--- config.mk ---
export PLATFORM = sky130hd
export DESIGN_NAME = in_ep_txbuf
export DESIGN_NICKNAME = d
export VERILOG_FILES = /design/src/rtl/in_ep_txbuf_pkg.sv /design/src/rtl/in_ep_txbuf_slot.sv /design/src/rtl/in_ep_txbuf_seq.sv /design/src/rtl/in_ep_txbuf.sv
export SDC_FILE = /design/constraint.sdc
export NUM_CORES = 1
export LEC_CHECK = 0
export ABC_AREA = 0
export ABC_CLOCK_PERIOD_IN_PS = 6700
export BUFFER_PORTS_ARGS = -buffer_cell sky130_fd_sc_hd__buf_2
export CAP_MARGIN = 10
export CORE_ASPECT_RATIO = 1.75
export CORE_UTILIZATION = 57
export CTS_BUF_LIST = sky130_fd_sc_hd__clkbuf_16
export CTS_CLUSTER_DIAMETER = 50
export CTS_CLUSTER_SIZE = 30
export DETAILED_ROUTE_END_ITERATION = 12
export GPL_TIMING_DRIVEN = 0
export PLACE_DENSITY = 0.79
export SYNTH_ARGS = -nofsm -noshare
export SYNTH_HDL_FRONTEND = slang
export SYNTH_SLANG_ARGS = --single-unit
--- constraint.sdc ---
create_clock -name clk -period 6.7 [get_ports clk]
set_input_delay 0.67 -clock clk [delete_from_list [all_inputs] [get_ports clk]]
set_output_delay 0.67 -clock clk [all_outputs]
set_load 0.02 [all_outputs]
--- src/rtl/in_ep_txbuf_pkg.sv ---
package in_ep_txbuf_pkg;

  typedef enum logic [1:0] {
    SQ_IDLE = 2'd0,
    SQ_SEND = 2'd1,
    SQ_WAIT = 2'd2
  } seq_state_e;

endpackage

--- src/rtl/in_ep_txbuf_slot.sv ---
// One packet buffer's bookkeeping: byte count and ready flag.
module in_ep_txbuf_slot #(
  parameter int CW = 5
) (
  input  logic          clk,
  input  logic          rst_n,
  input  logic          clr,
  input  logic          wr_hit,
  input  logic          arm,
  input  logic          retire,
  output logic [CW-1:0] cnt,
  output logic          rdy
);

  logic [CW-1:0] cnt_d;
  logic          rdy_d;
  logic          upd;

  always_comb begin
    cnt_d = cnt;
    rdy_d = rdy;
    if (clr || retire) begin
      cnt_d = '0;
      rdy_d = 1'b0;
    end else begin
      if (wr_hit) cnt_d = cnt + CW'(1);
      if (arm)    rdy_d = 1'b1;
    end
  end

  assign upd = clr | retire | wr_hit | arm;

  always_ff @(posedge clk or negedge rst_n) begin
    if (!rst_n) begin
      cnt <= '0;
      rdy <= 1'b0;
    end else if (upd) begin
      cnt <= cnt_d;
      rdy <= rdy_d;
    end
  end

  // An armed buffer stays armed until it is retired or flushed.
  assert_arm_sticky_R2: assert property (@(posedge clk) disable iff (!rst_n)
    (rdy && !clr && !retire) |=> rdy);

  // An armed buffer accepts no further bytes.
  assert_armed_no_write_R11: assert property (@(posedge clk) disable iff (!rst_n)
    (rdy && !clr && !retire) |=> $stable(cnt));

endmodule

--- src/rtl/in_ep_txbuf_seq.sv ---
// Token sequencer: streams the head packet, waits for acknowledge, retires.
module in_ep_txbuf_seq
  import in_ep_txbuf_pkg::*;
#(
  parameter int CW = 5,
  parameter int IW = 4
) (
  input  logic          clk,
  input  logic          rst_n,
  input  logic          flush,
  input  logic          tok_in,
  input  logic          ack,
  input  logic          iso,
  input  logic          head_rdy,
  input  logic [CW-1:0] head_cnt,
  output logic [IW-1:0] send_idx,
  output logic          sending,
  output logic          last_byte,
  output logic          retire,
  output logic          nak_set,
  output logic          und_set
);

  seq_state_e    st, st_d;
  logic [IW-1:0] idx_d;
  logic [CW-1:0] idx_ext;
  logic          upd;

  assign idx_ext   = CW'(send_idx);
  assign sending   = (st == SQ_SEND);
  assign last_byte = sending && ((idx_ext + CW'(1)) == head_cnt);

  always_comb begin
    st_d    = st;
    idx_d   = send_idx;
    retire  = 1'b0;
    nak_set = 1'b0;
    und_set = 1'b0;
    if (flush) begin
      st_d  = SQ_IDLE;
      idx_d = '0;
    end else begin
      unique case (st)
        SQ_IDLE: begin
          if (tok_in) begin
            if (head_rdy) begin
              idx_d = '0;
              if (head_cnt == '0) begin
                if (iso) retire = 1'b1;
                else     st_d   = SQ_WAIT;
              end else begin
                st_d = SQ_SEND;
              end
            end else if (iso) begin
              und_set = 1'b1;
            end else begin
              nak_set = 1'b1;
            end
          end
        end
        SQ_SEND: begin
          if (last_byte) begin
            if (iso) begin
              retire = 1'b1;
              st_d   = SQ_IDLE;
            end else begin
              st_d = SQ_WAIT;
            end
          end else begin
            idx_d = send_idx + IW'(1);
          end
        end
        SQ_WAIT: begin
          if (ack) begin
            retire = 1'b1;
            st_d   = SQ_IDLE;
          end else if (tok_in && head_cnt != '0) begin
            st_d  = SQ_SEND;
            idx_d = '0;
          end
        end
        default: st_d = SQ_IDLE;
      endcase
    end
  end

  assign upd = flush | tok_in | ack | (st != SQ_IDLE);

  always_ff @(posedge clk or negedge rst_n) begin
    if (!rst_n) begin
      st       <= SQ_IDLE;
      send_idx <= '0;
    end else if (upd) begin
      st       <= st_d;
      send_idx <= idx_d;
    end
  end

  // Bytes only ever leave an armed buffer.
  assert_send_from_ready_R6: assert property (@(posedge clk) disable iff (!rst_n)
    sending |-> head_rdy);

  // Only an armed buffer can be retired.
  assert_retire_armed_R7: assert property (@(posedge clk) disable iff (!rst_n)
    retire |-> head_rdy);

endmodule

--- src/rtl/in_ep_txbuf.sv ---
// Transmit buffer controller for one IN endpoint.
module in_ep_txbuf #(
  parameter int DEPTH   = 16,
  parameter int MAX_PKT = 8
) (
  input  logic       clk,
  input  logic       rst_n,
  input  logic       cfg_dbuf,
  input  logic       cfg_iso,
  input  logic       cfg_autoset,
  input  logic       fw_wr,
  input  logic [7:0] fw_wdata,
  input  logic       fw_arm,
  input  logic       fw_flush,
  input  logic       tok_in,
  input  logic       tok_ack,
  output logic       pkt_rdy,
  output logic       fifo_not_empty,
  output logic       iso_underrun,
  output logic       tok_nak,
  output logic       ep_irq,
  output logic       tx_valid,
  output logic [7:0] tx_data,
  output logic       tx_last
);

  localparam int HALF  = DEPTH / 2;
  localparam int CW    = $clog2(DEPTH + 1);
  localparam int AW    = $clog2(DEPTH);
  localparam int NSLOT = 2;

  logic [CW-1:0] slot_cnt [NSLOT];
  logic [NSLOT-1:0] slot_rdy;

  logic          wsel, rsel, wsel_d, rsel_d;
  logic [CW-1:0] fill_cnt, head_cnt, cap;
  logic          fill_rdy, head_rdy;
  logic          wr_ok, auto_hit, arm_fill;
  logic [CW-1:0] wr_sum, rd_sum;
  logic [AW-1:0] wr_addr, rd_addr, send_idx;
  logic          sending, last_byte, seq_retire, nak_set, und_set;
  logic          und_q, und_d, nak_q, irq_q, irq_d;
  logic [7:0]    mem [DEPTH];

  // ---------------- fill side ----------------
  assign fill_cnt = slot_cnt[wsel];
  assign fill_rdy = slot_rdy[wsel];
  assign cap      = cfg_dbuf ? CW'(HALF) : CW'(DEPTH);
  assign wr_ok    = fw_wr && !fw_flush && !fill_rdy && (fill_cnt < cap);
  assign auto_hit = cfg_autoset && wr_ok && ((fill_cnt + CW'(1)) == CW'(MAX_PKT));
  assign arm_fill = !fw_flush && !fill_rdy && (fw_arm || auto_hit);

  assign wr_sum  = (cfg_dbuf && wsel) ? fill_cnt + CW'(HALF) : fill_cnt;
  assign wr_addr = wr_sum[AW-1:0];

  always_ff @(posedge clk) begin
    if (wr_ok) mem[wr_addr] <= fw_wdata;
  end

  // ---------------- drain side ----------------
  assign head_cnt = slot_cnt[rsel];
  assign head_rdy = slot_rdy[rsel];
  assign rd_sum   = (cfg_dbuf && rsel) ? CW'(send_idx) + CW'(HALF) : CW'(send_idx);
  assign rd_addr  = rd_sum[AW-1:0];

  // ---------------- buffer slots ----------------
  for (genvar s = 0; s < NSLOT; s++) begin : g_slot
    logic hit_w, hit_r;
    assign hit_w = (wsel == 1'(s));
    assign hit_r = (rsel == 1'(s));
    in_ep_txbuf_slot #(.CW(CW)) u_slot (
      .clk    (clk),
      .rst_n  (rst_n),
      .clr    (fw_flush),
      .wr_hit (wr_ok && hit_w),
      .arm    (arm_fill && hit_w),
      .retire (seq_retire && hit_r),
      .cnt    (slot_cnt[s]),
      .rdy    (slot_rdy[s])
    );
  end

  in_ep_txbuf_seq #(.CW(CW), .IW(AW)) u_seq (
    .clk       (clk),
    .rst_n     (rst_n),
    .flush     (fw_flush),
    .tok_in    (tok_in),
    .ack       (tok_ack),
    .iso       (cfg_iso),
    .head_rdy  (head_rdy),
    .head_cnt  (head_cnt),
    .send_idx  (send_idx),
    .sending   (sending),
    .last_byte (last_byte),
    .retire    (seq_retire),
    .nak_set   (nak_set),
    .und_set   (und_set)
  );

  // ---------------- ping-pong selectors and status ----------------
  always_comb begin
    wsel_d = wsel;
    rsel_d = rsel;
    if (fw_flush) begin
      wsel_d = 1'b0;
      rsel_d = 1'b0;
    end else begin
      if (arm_fill && cfg_dbuf)   wsel_d = ~wsel;
      if (seq_retire && cfg_dbuf) rsel_d = ~rsel;
    end
    und_d = fw_flush ? 1'b0 : (und_q | und_set);
    irq_d = seq_retire | und_set;
  end

  always_ff @(posedge clk or negedge rst_n) begin
    if (!rst_n) begin
      wsel  <= 1'b0;
      rsel  <= 1'b0;
      und_q <= 1'b0;
      nak_q <= 1'b0;
      irq_q <= 1'b0;
    end else begin
      if (fw_flush || arm_fill)   wsel <= wsel_d;
      if (fw_flush || seq_retire) rsel <= rsel_d;
      if (fw_flush || und_set)    und_q <= und_d;
      nak_q <= nak_set;
      irq_q <= irq_d;
    end
  end

  assign pkt_rdy        = fill_rdy;
  assign fifo_not_empty = (slot_cnt[0] != '0) || (slot_cnt[1] != '0);
  assign iso_underrun   = und_q;
  assign tok_nak        = nak_q;
  assign ep_irq         = irq_q;
  assign tx_valid       = sending;
  assign tx_data        = mem[rd_addr];
  assign tx_last        = last_byte;

  assert_last_needs_valid_R6: assert property (@(posedge clk) disable iff (!rst_n)
    tx_last |-> tx_valid);

  assert_underrun_sticky_R8: assert property (@(posedge clk) disable iff (!rst_n)
    (iso_underrun && !fw_flush) |=> iso_underrun);

  assert_flush_clears_R10: assert property (@(posedge clk) disable iff (!rst_n)
    fw_flush |=> (!pkt_rdy && !fifo_not_empty && !iso_underrun && !tx_valid));

  assert_nak_no_irq_R9: assert property (@(posedge clk) disable iff (!rst_n)
    tok_nak |-> !ep_irq);

endmodule

==> results.yml, run 1 <==
floorplanning:
  io-pin-count: 33
  fp.dieH_um: 145
  std_cell_rows: 52
  initial_core_util: 0.581
  die_area_um2: 12200
  coreArea_um2: 11500
  dieWidth_um: 83.9
detailed_routing:
  drtPass1Iterations: 11
  routed_via_density: 6.52
  drt_iter0_drc: 379
  drc: 4
  wirelength_mm: 15.3
  vias: 4018
  wl_per_cell_um: 24.9
  ant_nets: 0
critical_path:
  rrSetupSlack_ps: 3080
  slowest_delay_ps: 730
  crit_family: "buffers and inverters"
  path_class: "flop to output port"
  required_ps: 6030
  critPathMaxFanout: 10
  r2r-end: "mem[11][2]"
  crit_chain: "buf_2 -> buf_1 -> mux4_2 -> mux4_2 -> buf_2"
  worstRegToRegCells: 8
  r2r_start: "g_slot[1].hit_w"
  arrival_ps: 3090
  cp-start-kind: "flop"
  slowest_stage: "buf_1"
  crit_path_end_kind: "output port"
  crit_buf_inv: 3
global_route:
  grt_max_degree: 24
  grtUsageMet3: 0.0506
  gr-usage-met1: 0.291
  grt_pass1_vias: 4142
  top_usage_layer: "met2"
  gr-total-overflow: 0
  track_usage: 0.265
  grt_pass1_wl_mm: 23.1
  antenna_found_initial: 0
  met2_usage: 0.493
clocking:
  cts_htree_levels: 4
  insertion_delay_ps: 420
  cts-hold-fix-buffers: 0
  cts_made_buffers: 17
  cts_tree: "built"
  cts.sinks: 151
  clk_pin_slew_ps: 60
  clock-root-buffer: "clkbuf_16"
  cts_setup_buffers: 0
  cts-resized-gates: 0
  cts_buffer_depth: 2
yosys:
  yosysWarnings: 0
  synth_edf_count: 128
  yosysUniqueCellTypes: 47
  synth_seq_area_share: 0.661
  synth_async_sr_flop_share: 0.152
  synth_area_um2: 6690
  synthTopCellsByArea: "edfxtp_1 57%, mux4_2 13%, dfrtp_1 8.6%, nor2_1 2.4%, ha_1 1.9%"
  synth_area_leader_cell: "edfxtp_1"
  netlist.area_leader.share: 0.575
  synth_fp_nets: 446
  synthFlopType: "edfxtp_1"
  avgSynthCellArea_um2: 16.0
  synth_common_cells: "128 x edfxtp_1, 42 x nor2_1, 39 x mux4_2, 23 x dfrtp_1, 15 x inv_1"
  ys_ff_latch: 151
  synth_cells: 418
  synth.most_common_cell: "edfxtp_1"
worst_hold_path:
  min_path_type: "input pin to asynchronous set/reset pin"
status:
  violations: "design-rule violations"
  status: "complete, but fails checks"
finish:
  layout.nets: 496
  diodes: 0
  area.growth.synth_to_final_pct: 13.6
  final_layout_size_suffix_gt1_frac: 0.233
sta:
  finalCritPeriodShare: 0.562
  finalCriticalPeriod_ps: 3760
  fin_skew_ps: 6.31
  report.final.hold_viol_count: 0
  worst_slew_pin_slew_ps: 1200
  slew_violations: 0
  rsz0062_at_grt: "false"
  slew_headroom: 0.196
  setup_tns_ps: 0
  setup_slack_ps: 2940
  setup_viol: 0
  fmaxAchievable_ghz: 0.266
placement:
  gp_congestion: 0.881
  dpl_worst_slack_ps: 3190
  portBuffers: 31
  hpwl_mm: 9.80
power_and_ir_drop:
  ir_drop_uv: 240
  p_leak_nw: 2.62
  powerDensity_nw_per_um2: 314
job:
  drv_cap: 0
[routing by layer]
| metal | part of all wire | vias up |
|---|---|---|
| met5 | 0 | - |
| met4 | 0.038 | 0 |
| met3 | 0.051 | 48 |
| met2 | 0.56 | 215 |
| met1 | 0.35 | 2016 |
| li1 | - | 1739 |
[area by class of cell]
type                    instances  area, um^2
flip-flops and latches        151        4420
fillers                       767        3920
multi-input cells             228        2110
clock buffers                  17         425
well taps                     135         169
clock inverters                15         161
repair buffers                 31         155
plain buffers                  24         106
inverters                      15        56.3
[report_power, final]
part	total [mW]	internal (mW)	leakage [nW]	switching, mW
Combinational	0.376	0.151	0.862	0.226
Sequential	1.07	1.05	1.47	0.0198
Clock	0.942	0.580	0.289	0.362
Total	2.38	1.78	2.62	0.607
[sequential cells by signal (all words and copies together) (netlist names)]
register	cells
ep_irq	1
mem	128
g_slot.u_slot.rdy	2
u_seq.st	2
iso_underrun	1
g_slot.hit_r	1
g_slot.hit_w	1
u_seq.send_idx	4
g_slot.u_slot.cnt	10
tok_nak	1
[through the flow]
| step | std cells | total power, mW | cell area (um^2) | utilization | hold slack, ps |
|---|---|---|---|---|---|
| 2_1_floorplan | 418 | 1.35 | 6690 | - | 374 |
| 3_3_place_gp | 584 | 1.44 | 7010 | 0.609 | 482 |
| 3_5_place_dp | 584 | 1.46 | 7010 | 0.609 | 493 |
| 4_1_cts | 616 | 2.39 | 7600 | 0.660 | 246 |
| 5_1_grt | 616 | 2.46 | 7600 | 0.660 | 274 |
| 6_report | 616 | 2.38 | 7600 | 0.660 | 238 |
[worst max-delay path by stage]
stage,cells past startpoint,start,end
3_3_place_gp,8,g_slot[1].hit_w,mem[11][7]
2_1_floorplan,10,g_slot[1].hit_w,g_slot[1].hit_w
3_5_place_dp,8,g_slot[1].hit_w,mem[11][7]
6_report,5,u_seq.send_idx[0],tx_data[2]
4_1_cts,5,u_seq.send_idx[0],tx_data[2]
5_1_grt,5,u_seq.send_idx[0],tx_data[1]
[worst register-to-register path: cells and delay by family (launching register included)]
kind | cells | cell delay, ps
flops | 1 | 340
simple gates | 2 | 1380
mux | 1 | 410
buf+inv | 3 | 680
fa+ha+maj | 1 | 270
compound gates | 1 | 160
[cells in the final DEF (no fill, tap or decap), types with 12 or more instances in the layout]
cell type  netlist  layout
nand3_1         13      13
clkbuf_1        13      13
nor2_1          42      42
a21oi_1         12      12
edfxtp_1       128     128
buf_2            7      38
clkbuf_16        0      17
dfrtp_1         23      23
inv_1           15      17
mux4_2          39      39
nand2_1         14      14
[cell families after synthesis]
family	count (synthesis)	synth area share
flip-flops	151	0.661
AND/OR/NAND/NOR	104	0.0741
multiplexers	55	0.158
AO/OA/AOI/OAI	43	0.0434
buffers and inverters	39	0.0243
XOR/XNOR	16	0.0209
adder cells (fa/ha/maj)	10	0.0187
Note: power is estimated with default switching activity, not from simulation.
==> run 2, diff against run 1 <==
Settings changed: ABC_CLOCK_PERIOD_IN_PS 6700 to 3600.
Clock period 6.7 ns to 3.6 ns, I/O delays scaled along.
==> run 2 against run 1 <==
Compared with the run above: the run still ends with design-rule violations left; sequential power up 85%; clock skew hardly changed; total power up 86%; register-to-register slack got worse by 3000 ps; die area unchanged; final area rose by 0.43%; cell count is 0.16% higher; sequential cell count stayed put; wire length decreased by 0.50%; largest power group unchanged.
==> results.yml, run 2 (synthesis gave the netlist of run 1 again) <==
sta:
  setup_tns_ps: 0
  finalCritPeriodShare: 0.966
  report.final.hold_viol_count: 0
  fin_skew_ps: 6.13
  slew_headroom: 0.218
  worst_slew_pin_slew_ps: 1170
  hold_slack_ps: 177
  slew_violations: 0
  rsz0062_at_grt: "true"
  fmaxAchievable_ghz: 0.288
  setup_slack_ps: 124
  finalCriticalPeriod_ps: 3480
  setup_viol: 0
clocking:
  cts_made_buffers: 17
  insertion_delay_ps: 420
  cts_setup_buffers: 0
  cts_tree: "built"
  clock-root-buffer: "clkbuf_16"
  cts_htree_levels: 4
  cts_buffer_depth: 2
  clk_pin_slew_ps: 60
  cts.sinks: 151
finish:
  layout.nets: 497
  largest_register: "mem"
  top_regs: "mem x128, g_slot.u_slot.cnt x10, u_seq.send_idx x4"
  final_core_util: 0.663
  postLayoutCellArea_um2: 7630
  area.growth.synth_to_final_pct: 14.1
  fillCellCount: 761
  diodes: 0
  final_layout_size_suffix_gt1_frac: 0.241
  largest_reg_flops: 128
  final_common_cell: "edfxtp_1"
  fin_cells: 617
  most-common-layout-cells: "128 x edfxtp_1, 39 x mux4_2, 38 x buf_2, 38 x nor2_1, 23 x dfrtp_1"
detailed_routing:
  drc: 4
  routed_via_density: 6.46
  drtPass1Iterations: 9
  drt_iter0_drc: 386
  vias: 3987
  wl_per_cell_um: 24.7
  ant_nets: 0
  wirelength_mm: 15.2
global_route:
  grt_pass1_wl_mm: 23.1
  grt_pass1_vias: 4142
  gr-total-overflow: 0
  track_usage: 0.266
  antenna_found_initial: 0
  grt_max_degree: 24
critical_path:
  crit_path_end_kind: "flop"
  path_class: "flop to flop"
  rrSetupSlack_ps: 120
  crit_chain: "buf_6 -> clkbuf_1 -> mux2_2 -> ha_1 -> a21boi_1 -> or4_1 -> nor2_1"
  critPathMaxFanout: 10
  r2r-end: "mem[9][0]"
  critPathLaunch: "g_slot[1].hit_w"
  cp-start-kind: "flop"
  cp.depth: 7
  r2r_start: "g_slot[1].hit_w"
  worstRegToRegCells: 7
  required_ps: 3630
  crit_family: "simple AND/OR/NAND/NOR gates"
  slowest_delay_ps: 830
  crit_end: "mem[9][0]"
  crit_buf_inv: 2
  slowest_stage: "nor2_1"
  arrival_ps: 3510
job:
  drv_cap: 0
power_and_ir_drop:
  ir_drop_uv: 450
  p_leak_nw: 2.63
  p_total_mw: 4.44
  powerDensity_nw_per_um2: 582
floorplanning:
  coreArea_um2: 11500
  io-pin-count: 33
  initial_core_util: 0.581
  dieWidth_um: 83.9
  fp.dieH_um: 145
  die_area_um2: 12200
  std_cell_rows: 52
status:
  status: "complete, but fails checks"
  violations: "design-rule violations"
worst_hold_path:
  min_path_type: "input pin to flop"
placement:
  placed_area_um2: 7010
  placedCellCount: 584
  gp_congestion: 0.881
  dpl_worst_slack_ps: 94.9
  hpwl_mm: 9.80
  portBuffers: 31
==> run 2: cell count changes in the layout (fill, tap and decap cells not counted) <==
cell             change
nor2_1               -4
nor2_2               +4
buf_1                -2
clkdlybuf4s15_1      +2
dlygate4sd3_1        +1
==> run 2: timing repair <==
action	CTS	global route
hold buffers	1	0
endpoints found under the setup margin	0	72
hold endpoints to repair	23	0
gates resized for setup	0	6
==> run 2: routing by layer <==
metal	vias to the layer above	global-route usage	share of wire
met5	-	0	0
met1	2003	0.291	0.36
met4	0	0.112	0.038
met2	205	0.493	0.55
met3	44	0.0535	0.052
li1	1735	-	-
==> run 2: area by class of cell <==
cell class	count	area, um^2	share of cell area
Inverter	15	56.3	0.00738
Timing Repair Buffer	32	165	0.0216
Multi-Input combinational cell	228	2120	0.277
Buffer	24	119	0.0156
Clock buffer	17	425	0.0557
Sequential cell	151	4420	0.579
Tap cell	135	169	0.0221
Clock inverter	15	161	0.0211
==> run 2: how the worst min path moves through the flow <==
stage / cells after the start / slack (ps) / endpoint / start
floorplan: 0 / 60 / ep_irq / rst_n
global placement: 1 / 370 / u_seq.st[1] / rst_n
detailed placement: 1 / 380 / u_seq.st[1] / rst_n
CTS: 2 / 170 / tok_nak / cfg_iso
global route: 2 / 180 / tok_nak / cfg_iso
finish: 2 / 180 / tok_nak / cfg_iso
==> run 2: power by group <==
group          internal [mW]  switching [mW]
Combinational          0.283           0.419
Clock                   1.08           0.677
Sequential              1.95          0.0369
Total                   3.31            1.13
==> run 2: worst register-to-register path, delay by kind of cell (launching register included) <==
family / cells / cell delay [ps]
buffers and inverters: 2 / 500
AO/OA/AOI/OAI: 1 / 160
multiplexers: 1 / 410
adder cells (fa/ha/maj): 1 / 270
flip-flops: 1 / 340
AND/OR/NAND/NOR: 2 / 1410
==> run 3, diff against run 2 <==
Settings changed: RECOVER_POWER set to 100.
==> run 3 against run 2 <==
Compared with the run above: the flow still finishes with violations (design-rule violations); count of clock-buffer cells in the layout unchanged; die area unchanged; via count increased by 0.35%; sequential cell count unchanged; sequential power about the same; hold slack improved by 0.84 ps; sequential share of layout area increased by 0.15 points; total power decreased by 0.23%; clock skew decreased by 1.5 ps; setup slack got worse by 17 ps; global-route usage unchanged; final area decreased by 0.26%; critical path type unchanged; largest power group unchanged.
==> results.yml, run 3 (synthesis gave the netlist of run 1 again) <==
status:
  status: "complete, but fails checks"
  violations: "design-rule violations"
placement:
  gp_congestion: 0.881
  placedCellCount: 584
  hpwl_mm: 9.80
  portBuffers: 31
  dpl_worst_slack_ps: 94.9
global_route:
  antenna_found_initial: 0
  gr-total-overflow: 0
  grt_max_degree: 24
  track_usage: 0.266
  grt_pass1_vias: 4142
  grt_pass1_wl_mm: 23.1
critical_path:
  path_class: "flop to flop"
  worstRegToRegCells: 7
  r2r_start: "g_slot[1].hit_w"
  critPathMaxFanout: 10
  crit_end: "mem[9][0]"
  critPathLaunch: "g_slot[1].hit_w"
  slowest_delay_ps: 850
  r2r-end: "mem[9][0]"
  slowest_stage: "nor2_1"
  rrSetupSlack_ps: 110
  crit_chain: "buf_6 -> clkbuf_1 -> mux2_2 -> ha_1 -> a21boi_1 -> or4_1 -> nor2_1"
  crit_path_end_kind: "flop"
  cp-start-kind: "flop"
  arrival_ps: 3520
  required_ps: 3630
worst_hold_path:
  min_path_type: "input pin to flop"
  hp-start: "cfg_iso"
power_and_ir_drop:
  powerDensity_nw_per_um2: 582
  ir_drop_uv: 444
  p_total_mw: 4.43
  p_leak_nw: 2.58
detailed_routing:
  routed_via_density: 6.48
  drt_iter0_drc: 409
  wl_per_cell_um: 24.8
  vias: 4001
  ant_nets: 0
  drtPass1Iterations: 10
  wirelength_mm: 15.3
  drc: 5
floorplanning:
  fp.dieH_um: 145
  initial_core_util: 0.581
  io-pin-count: 33
  coreArea_um2: 11500
  std_cell_rows: 52
  die_area_um2: 12200
  dieWidth_um: 83.9
clocking:
  cts_made_buffers: 17
  cts_setup_buffers: 0
  cts_buffer_depth: 2
  insertion_delay_ps: 410
  cts_tree: "built"
  cts.sinks: 151
  clk_pin_slew_ps: 60
  cts_htree_levels: 4
  clock-root-buffer: "clkbuf_16"
sta:
  setup_slack_ps: 107
  finalCriticalPeriod_ps: 3490
  slew_violations: 0
  setup_tns_ps: 0
  rsz0062_at_grt: "true"
  fmaxAchievable_ghz: 0.286
  setup_viol: 0
  report.final.hold_viol_count: 0
  worst_slew_pin_slew_ps: 1360
  fin_skew_ps: 4.60
  slew_headroom: 0.0946
  finalCritPeriodShare: 0.970
finish:
  layout.nets: 497
  most-common-layout-cells: "128 x edfxtp_1, 39 x mux4_2, 38 x nor2_1, 29 x clkbuf_1, 23 x dfrtp_1"
  area.growth.synth_to_final_pct: 13.8
  diodes: 0
  fin_cells: 617
  top_regs: "mem x128, g_slot.u_slot.cnt x10, u_seq.send_idx x4"
  largest_register: "mem"
  final_common_cell: "edfxtp_1"
  largest_reg_flops: 128
  final_layout_size_suffix_gt1_frac: 0.205
job:
  drv_cap: 0
==> run 3: worst min-delay path by stage <==
stage	cells past startpoint	to	slack (ps)
after floorplan	0	ep_irq	60
after global placement	1	u_seq.st[1]	370
after detailed placement	1	u_seq.st[1]	380
after CTS	2	tok_nak	170
after global routing	2	tok_nak	190
final	2	tok_nak	180
==> run 3: critical path: cells and delay by family, from the launching register on <==
family          cells  cell delay, ps
simple gates        2            1430
mux                 1             410
compound gates      1             160
fa+ha+maj           1             270
flops               1             340
buf+inv             2             500
==> run 3: timing repair <==
action                                  CTS  global route
endpoints found under the setup margin    0            72
resized for setup                         0             6
hold buffers                              1             0
endpoints found under the hold margin    23             0
==> run 3: where the power goes <==
group / switching [mW] / total [mW] / leakage (nW) / internal (mW)
registers: 0.0365 / 1.98 / 1.47 / 1.95
clock network: 0.674 / 1.75 / 0.289 / 1.08
logic: 0.419 / 0.694 / 0.820 / 0.275
==> run 3: layout make-up <==
| type | instances | area [um^2] |
|---|---|---|
| Buffer | 24 | 116 |
| Clock buffer | 17 | 425 |
| Clock inverter | 15 | 161 |
| Fill cell | 769 | 3900 |
| Inverter | 15 | 56.3 |
| Multi-Input combinational cell | 228 | 2120 |
| Sequential cell | 151 | 4420 |
| Tap cell | 135 | 169 |
| Timing Repair Buffer | 32 | 148 |
==> run 3: metal layers <==
metal | part of all wire | GRT usage
met5 | 0 | 0
met1 | 0.36 | 0.291
met3 | 0.051 | 0.0535
met4 | 0.035 | 0.112
met2 | 0.56 | 0.493
==> run 3: through the flow <==
| stage | hold WS, ps | cell area [um^2] | utilization |
|---|---|---|---|
| 2_1_floorplan | 64.4 | 6690 | - |
| 3_3_place_gp | 365 | 7010 | 0.609 |
| 4_1_cts | 167 | 7610 | 0.661 |
| 6_report | 178 | 7610 | 0.661 |
| 3_5_place_dp | 376 | 7010 | 0.609 |
| 5_1_grt | 186 | 7610 | 0.661 |
